$ cat src/rtl/wb_pkg.sv
package wb_pkg;
  typedef enum logic [1:0] {
    CMD_NOP   = 2'd0,
    CMD_WRITE = 2'd1,
    CMD_TERM  = 2'd2,
    CMD_RSVD  = 2'd3
  } wb_cmd_e;

  localparam logic [2:0] BLC_1    = 3'd0;
  localparam logic [2:0] BLC_2    = 3'd1;
  localparam logic [2:0] BLC_4    = 3'd2;
  localparam logic [2:0] BLC_8    = 3'd3;
  localparam logic [2:0] BLC_PAGE = 3'd7;
endpackage

$ cat src/rtl/wb_colgen.sv
// Next column inside a wrap block: bits under the mask count up, the others hold.
module wb_colgen #(
  parameter int COL_W = 8
) (
  input  logic [COL_W-1:0] col_i,
  input  logic [COL_W-1:0] mask_i,
  output logic [COL_W-1:0] nxt_o
);
  logic [COL_W-1:0] inc;
  assign inc = col_i + COL_W'(1);

  for (genvar b = 0; b < COL_W; b++) begin : g_bit
    assign nxt_o[b] = mask_i[b] ? inc[b] : col_i[b];
  end
endmodule

$ cat src/rtl/wb_ctrl.sv
module wb_ctrl
  import wb_pkg::*;
#(
  parameter int BANK_W = 2,
  parameter int COL_W  = 8,
  parameter int MAX_BL = 8
) (
  input  logic              clk,
  input  logic              rst_n,
  input  logic [1:0]        cmd_i,
  input  logic [BANK_W-1:0] bank_i,
  input  logic [COL_W-1:0]  col_i,
  input  logic              ap_i,
  input  logic [2:0]        blen_i,
  output logic              fire_o,
  output logic [BANK_W-1:0] fire_bank_o,
  output logic [COL_W-1:0]  fire_col_o,
  output logic              fire_pre_o
);
  localparam int CNT_W = $clog2(MAX_BL);

  wb_cmd_e cmd;
  assign cmd = wb_cmd_e'(cmd_i);

  logic              act_q, act_n;
  logic [BANK_W-1:0] bank_q, bank_n;
  logic [COL_W-1:0]  col_q, col_n;
  logic [CNT_W-1:0]  left_q, left_n;
  logic [COL_W-1:0]  mask_q, mask_n;
  logic              ap_q, ap_n;
  logic              page_q, page_n;

  // Decode of the length code presented with a write
  logic [CNT_W-1:0] new_left;
  logic             new_page;
  always_comb begin
    new_page = 1'b0;
    unique case (blen_i)
      BLC_2:    new_left = CNT_W'(1);
      BLC_4:    new_left = CNT_W'(3);
      BLC_8:    new_left = CNT_W'(7);
      BLC_PAGE: begin new_left = '0; new_page = 1'b1; end
      default:  new_left = '0;
    endcase
  end

  logic             is_wr;
  logic [COL_W-1:0] sel_mask, nxt_col;
  assign is_wr    = (cmd == CMD_WRITE);
  assign sel_mask = is_wr ? (new_page ? '1 : COL_W'(new_left)) : mask_q;

  wb_colgen #(.COL_W(COL_W)) u_colgen (
    .col_i  (fire_col_o),
    .mask_i (sel_mask),
    .nxt_o  (nxt_col)
  );

  always_comb begin
    act_n  = act_q;
    bank_n = bank_q;
    col_n  = col_q;
    left_n = left_q;
    mask_n = mask_q;
    ap_n   = ap_q;
    page_n = page_q;
    fire_o      = 1'b0;
    fire_pre_o  = 1'b0;
    fire_bank_o = bank_q;
    fire_col_o  = col_q;
    if (is_wr) begin
      fire_o      = 1'b1;
      fire_bank_o = bank_i;
      fire_col_o  = col_i;
      bank_n      = bank_i;
      col_n       = nxt_col;
      left_n      = new_left;
      mask_n      = sel_mask;
      ap_n        = ap_i;
      page_n      = new_page;
      act_n       = new_page || (new_left != '0);
      fire_pre_o  = ap_i && !new_page && (new_left == '0);
    end else if (act_q) begin
      if (cmd == CMD_TERM) begin
        act_n = 1'b0;
      end else begin
        fire_o = 1'b1;
        col_n  = nxt_col;
        if (!page_q) begin
          left_n = left_q - CNT_W'(1);
          if (left_q == CNT_W'(1)) begin
            act_n      = 1'b0;
            fire_pre_o = ap_q;
          end
        end
      end
    end
  end

  logic upd;
  assign upd = is_wr || act_q;

  always_ff @(posedge clk or negedge rst_n) begin
    if (!rst_n) begin
      act_q  <= 1'b0;
      bank_q <= '0;
      col_q  <= '0;
      left_q <= '0;
      mask_q <= '0;
      ap_q   <= 1'b0;
      page_q <= 1'b0;
    end else if (upd) begin
      act_q  <= act_n;
      bank_q <= bank_n;
      col_q  <= col_n;
      left_q <= left_n;
      mask_q <= mask_n;
      ap_q   <= ap_n;
      page_q <= page_n;
    end
  end
endmodule

$ cat src/rtl/wb_outreg.sv
module wb_outreg #(
  parameter int BANK_W = 2,
  parameter int COL_W  = 8,
  parameter int DATA_W = 16
) (
  input  logic              clk,
  input  logic              rst_n,
  input  logic              fire_i,
  input  logic [BANK_W-1:0] bank_i,
  input  logic [COL_W-1:0]  col_i,
  input  logic [DATA_W-1:0] data_i,
  input  logic              pre_i,
  output logic              wr_en_o,
  output logic [BANK_W-1:0] wr_bank_o,
  output logic [COL_W-1:0]  wr_col_o,
  output logic [DATA_W-1:0] wr_data_o,
  output logic              pre_req_o
);
  always_ff @(posedge clk or negedge rst_n) begin
    if (!rst_n) begin
      wr_en_o   <= 1'b0;
      pre_req_o <= 1'b0;
    end else begin
      wr_en_o   <= fire_i;
      pre_req_o <= pre_i;
    end
  end

  always_ff @(posedge clk or negedge rst_n) begin
    if (!rst_n) begin
      wr_bank_o <= '0;
      wr_col_o  <= '0;
      wr_data_o <= '0;
    end else if (fire_i) begin
      wr_bank_o <= bank_i;
      wr_col_o  <= col_i;
      wr_data_o <= data_i;
    end
  end
endmodule

$ cat src/rtl/wburst_seq.sv
module wburst_seq #(
  parameter int BANK_W = 2,
  parameter int COL_W  = 8,
  parameter int DATA_W = 16,
  parameter int MAX_BL = 8
) (
  input  logic              clk,
  input  logic              rst_n,
  input  logic [1:0]        cmd_i,
  input  logic [BANK_W-1:0] bank_i,
  input  logic [COL_W-1:0]  col_i,
  input  logic              ap_i,
  input  logic [2:0]        blen_i,
  input  logic [DATA_W-1:0] din_i,
  output logic              wr_en_o,
  output logic [BANK_W-1:0] wr_bank_o,
  output logic [COL_W-1:0]  wr_col_o,
  output logic [DATA_W-1:0] wr_data_o,
  output logic              pre_req_o
);
  logic              fire, fire_pre;
  logic [BANK_W-1:0] fire_bank;
  logic [COL_W-1:0]  fire_col;

  wb_ctrl #(.BANK_W(BANK_W), .COL_W(COL_W), .MAX_BL(MAX_BL)) u_ctrl (
    .clk         (clk),
    .rst_n       (rst_n),
    .cmd_i       (cmd_i),
    .bank_i      (bank_i),
    .col_i       (col_i),
    .ap_i        (ap_i),
    .blen_i      (blen_i),
    .fire_o      (fire),
    .fire_bank_o (fire_bank),
    .fire_col_o  (fire_col),
    .fire_pre_o  (fire_pre)
  );

  wb_outreg #(.BANK_W(BANK_W), .COL_W(COL_W), .DATA_W(DATA_W)) u_out (
    .clk       (clk),
    .rst_n     (rst_n),
    .fire_i    (fire),
    .bank_i    (fire_bank),
    .col_i     (fire_col),
    .data_i    (din_i),
    .pre_i     (fire_pre),
    .wr_en_o   (wr_en_o),
    .wr_bank_o (wr_bank_o),
    .wr_col_o  (wr_col_o),
    .wr_data_o (wr_data_o),
    .pre_req_o (pre_req_o)
  );
endmodule

$ cat config.mk
export PLATFORM = sky130hd
export DESIGN_NAME = wburst_seq
export DESIGN_NICKNAME = d
export VERILOG_FILES = /design/src/rtl/wb_pkg.sv /design/src/rtl/wb_colgen.sv /design/src/rtl/wb_ctrl.sv /design/src/rtl/wb_outreg.sv /design/src/rtl/wburst_seq.sv
export SDC_FILE = /design/constraint.sdc
export NUM_CORES = 1
export LEC_CHECK = 0
export ABC_CLOCK_PERIOD_IN_PS = 2000
export CORE_MARGIN = 2
export CORE_UTILIZATION = 40
export DETAILED_ROUTE_END_ITERATION = 10
export GPL_TIMING_DRIVEN = 0
export PLACE_DENSITY = 0.75
export REMOVE_ABC_BUFFERS = 1
export SYNTH_ARGS = -nofsm -noshare
export SYNTH_HDL_FRONTEND = slang
export SYNTH_SLANG_ARGS = --single-unit
$ cat constraint.sdc
create_clock -name clk -period 2 [get_ports clk]
set_input_delay 0.4 -clock clk [delete_from_list [all_inputs] [get_ports clk]]
set_output_delay 0.4 -clock clk [all_outputs]
set_load 0.02 [all_outputs]
After elaboration in Yosys (flattened, before gate mapping). Index checks and enable logic that the tools add are counted.

Word-level logic and storage cells: 68. Bits in latches: 0. ROM bits: 0. Bits of input ports: 34. Bits in writable memories: 0. Bits in registers: 52. Output and inout port bits: 28. Memories: 0.

Equal/unequal tests: 9. $mul: 0. Shift operators: 0. Add/sub/neg operators: 2. Reductions and logical operators: 11. Div/mod/pow operators: 0. Multiplexer cells: 34. Bitwise gates (word level): 0. $lt $le $gt $ge: 0.

Operator list (count): $mux W8 (6); $mux W1 (22); $mux W3 (4); $pmux W3 S3 (1); $add A8 B1 Y8 const B (1); $eq A3 B1 Y1 const B (2); $eq A3 B2 Y1 const B (2); $reduce_and A4 Y1 (1); $eq A3 B3 Y1 const B (1); $logic_not A3 Y1 (1); $reduce_and A3 Y1 (1); $reduce_bool A3 Y1 (1); $sub A3 B1 Y3 const B (1); $eq A2 B1 Y1 const B (1); $eq A2 B2 Y1 const B (1); $logic_and A1 B1 Y1 (2); $logic_or A1 B1 Y1 (2); $mux W2 (1); $ne A2 B1 Y1 const B (1); $ne A2 B2 Y1 const B (1); $reduce_and A2 Y1 (1); $reduce_bool A2 Y1 (1); $logic_not A1 Y1 (1).

Depth between registers and ports, before layout.
Depth after elaboration: 8. Gate-level depth with buffers: 11. Mapped depth without buffers: 8.

By module. Synthesis repeated with hierarchy kept, for this count alone.

Cell total of the unflattened synthesis: 207. Area, all modules: 2452.4 um^2.

By module, submodules not included: wb_ctrl (sequential area each 600.6 um^2, area each 1197.4 um^2, instances 1, cells an instance 133); wb_outreg (sequential area each 700.7 um^2, area each 1119.8 um^2, instances 1, cells an instance 57); wb_colgen (sequential area each 0.0 um^2, area each 135.1 um^2, instances 1, cells an instance 17).

Worst setup path before layout. OpenSTA, ideal clock, no wires.

Path kind: in2reg. From: input cmd_i[1]. To: register u_ctrl.col_q[6]. Slack: -0.017 ns. Stages on the path: 10. Required time: 1.920 ns. Data arrival time: 1.937 ns. Path buffers: 3. Library setup time: 0.080 ns. Cell sequence: nand2b_1 buf_2 buf_2 buf_2 nand2_1 nand2_1 ha_1 o21ai_0 nor4b_2 xnor2_1.

Cells in the longest elaborated chain, start to end: 7. Elaborated cells between the ends (all ways): 13. Those cells by class: 1 x add/sub; 3 x eq/ne; 6 x mux; 3 x reduce/logical.

Ends and longest elaborated chain: start: declaration (RTL line wburst_seq.sv:9) `input logic [1:0] cmd_i,`; $eq A2 B1 Y1 (*) (RTL line wb_ctrl.sv:49) `assign is_wr = (cmd == CMD_WRITE);`; $mux W8 (*) (RTL line wb_ctrl.sv:70) `if (is_wr) begin`; named net fire_col[1] (RTL line wburst_seq.sv:23) `logic [COL_W-1:0] fire_col;`; $add A8 B1 Y8 (*) (RTL line wb_colgen.sv:10) `assign inc = col_i + COL_W'(1);`; $mux W1 (*) (RTL line wb_colgen.sv:13) `assign nxt_o[b] = mask_i[b] ? inc[b] : col_i[b];`; $mux W8 (RTL line wb_ctrl.sv:83) `if (cmd == CMD_TERM) begin`; $mux W8 (RTL line wb_ctrl.sv:82) `end else if (act_q) begin`; $mux W8 (*) (RTL line wb_ctrl.sv:70); end signal: assignment (RTL line wb_ctrl.sv:114) `col_q <= col_n;`; end: declaration (RTL line wb_ctrl.sv:27) `logic [COL_W-1:0] col_q, col_n;`.

Mark *: on every way through the listed nets, which the timed path passes. The rest lies on a longest branch. The select of a mux whose other input is x is not followed. A chain may end at the register's enable or synchronous reset.

Final worst setup path.
From: input cmd_i[1]. To: register u_ctrl.col_q[2].

The elaborated chain is that of the path after synthesis.

==> impl_metrics.ini <==
[routing]
wl_um = 5380
viasPerCell = 5.02
ant_nets = 0
vias = 1999
drc_errors = 0
drt_iter0_markers = 95
firstDrtPassIters = 4
avgRoutedWirePerCell_um = 13.5

[timing]
hold_ws_ps = 62.8
fmax_ghz = 0.518
hold_violations = 0
fin_skew_ps = 13.8
fin_crit_ps = 1930
setup_violations = 0
slew_violations = 0
tightest_slew_ps = 549
rsz0062_at_grt = no
slew_headroom = 0.634
setup_tns_ps = 0
min_period_over_period = 0.966

[floorplan]
fp.dieArea_um2 = 6690
start_util = 0.412
ios = 62
die_w_um = 81.8
die_h_um = 81.8
fp.coreArea_um2 = 5890
rows = 28

[outcome]
status = finished, final reports clean

[pwr]
seqPwrFrac = 0.440
ir_drop_mv = 0.475
combPwrFrac = 0.370
leakage_uw = 0.00153
internal-power_uw = 2120
clock_power_share = 0.190
power.density_nw_per_um2 = 1020
switching_share = 0.357
netSwitchingPower_uw = 1180

[placed_design]
placed_area_um2 = 3080
gp_congestion = 0.716
dpl.hpwl_um = 3660
place.port_buffers = 61
place_inst = 384

[layout]
nNetsFinal = 359
fillers = 558
multi_input_area_um2 = 1070
seq_area_um2 = 1300
stdcell_count = 398
diodes = 0
layout_common_cells = nand2_1 (90), clkdlybuf4s50_1 (58), dfrtp_1 (52)
area_growth_pct = 33.8
layout-drive-gt1-share = 0.0898
final_area_um2 = 3240
mostFrequentLayoutCell = nand2_1

[cts]
numClockSinks = 52
clock_latency_ps = 310
htreeDepth = 2
cts_buffers = 5
cts_root_buffer = clkbuf_8
tritoncts = done
cts_max_path_buffers = 2
clk_pin_slew_ps = 110
cts_hold_buffers = 0

[synthesis]
synth_top_flop_cell = dfrtp_1
yosys_warnings = 0
synth_seq_cells = 52
synthArstFlopShare = 1.00
netlist_area_um2 = 2420
synth_cells = 259
synth.distinct_cells = 40
synth_edf_count = 0
avgSynthCellArea_um2 = 9.35
ys_seq_area_frac = 0.537

[global_routing]
grt_first_pass_wirelength_um = 8730
antenna_found_initial = 0
gr-total-overflow = 0
grt_pass1_vias = 1869
grt_use_total = 0.169
grt_max_degree = 33

[run]
max_cap_violations = 0

[critical_path]
cp_slowest_cell = mux2_4
critPathKind = in2reg
endpoint_kind = register
crit_path_max_incr_delay_ps = 350
path_max_fanout = 8
required_ps = 2180
r2r_cells = 5
start_kind = input port
crit_path_cell_trace = dlygate4sd2_1 > and2b_4 > mux2_4 > ha_1 > a31o_2 > a21oi_1 > a311oi_1
critPathArrivalTime_ps = 2110

[hold_path]
hp-class = in2async
## flip-flops by register name (all words and copies together) (netlist names)
register,flops
u_ctrl.ap_q,1
u_out.wr_en_o,1
u_ctrl.col_q,8
u_ctrl.act_q,1
u_out.wr_bank_o,2
u_ctrl.bank_q,2
u_ctrl.page_q,1
u_out.wr_data_o,16
u_ctrl.mask_q,8
u_out.pre_req_o,1
u_ctrl.left_q,3
u_out.wr_col_o,8
## cells by family (layout without fill, tap and decap cells)
logic type	Yosys count	in the layout	synth area share
AOI/OAI and AO/OA	42	42	0.116
xor gates and xnor gates	6	6	0.0217
adders and majority gates	4	4	0.0196
buffers and inverters	20	82	0.0362
DFF	52	52	0.537
muxes	7	7	0.0362
and+or+nand+nor	128	130	0.233
## power by group through the flow
stage               sequential [uW]  clock [uW]  combinational (uW)
CTS                            1450         652                1230
detailed placement             1470           0                1210
floorplan                      1650           0                 483
global placement               1460           0                1180
global route                   1490         685                1340
finish                         1450         626                1220
## layer usage
metal	GRT usage	wire length [um]
met5	0	0
met4	0.0550	52
met3	0.0385	336
met2	0.267	2560
met1	0.231	2430
## layout make-up
cell class | count | area share
clock inverter | 3 | 0.00811
sequential | 52 | 0.402
inverter | 8 | 0.0108
multi-input combinational | 189 | 0.329
tap | 75 | 0.0290
timing repair buffer | 66 | 0.200
clock buffer | 5 | 0.0212
## path summary, 6_finish.rpt
check                                   from           endpoint  slack [ps]
max                                 cmd_i[1]    u_ctrl.col_q[2]          70
min                                    rst_n  u_out.wr_col_o[4]          60
max reg2reg                     u_ctrl.act_q    u_ctrl.col_q[4]         300
min reg2reg                u_out.wr_col_o[0]  u_out.wr_col_o[0]         480
max in group asynchronous              rst_n    u_ctrl.col_q[1]        1380
min in group clk           u_out.wr_col_o[0]  u_out.wr_col_o[0]         480
## synthesized netlist by cell type (2+ instances only)
cell type	count	area, um^2
a211oi_1	3	22.5
a21oi_1	7	35.0
buf_2	7	35.0
nor2_1	16	60.1
mux2i_1	5	50.1
a311oi_1	2	17.5
nand3_1	3	15.0
inv_1	7	26.3
ha_1	3	37.5
and3_1	6	37.5
nor3_1	3	15.0
nand2b_1	3	18.8
o21ai_0	13	65.1
clkbuf_1	3	11.3
nand2_1	90	338
xnor2_1	6	52.6
o22ai_1	2	12.5
a21o_1	3	22.5
dfrtp_1	52	1300
a31oi_1	5	31.3
## metrics by stage
stage                util  setup slack (ps)  total power (uW)
floorplan               -              -323              2130
global placement    0.521             -1780              2640
detailed placement  0.524             -1790              2680
CTS                 0.548              7.11              3330
global route        0.551              7.90              3510
finish              0.551              68.4              3300
## repair_timing
item                       4_1_cts  5_1_grt
resized for setup               10        4
gates cloned                     2        0
setup buffers                    2        2
setup endpoints to repair       46        3
pin swaps                        1        0
## critical path, delay by kind of cell
kind                       cells  cell delay, ps
muxes                          1             350
AOI/OAI and AO/OA              3             460
and+or+nand+nor                1             310
buffers and inverters          1             320
adders and majority gates      1             260
(Power assumes the default switching activity.)
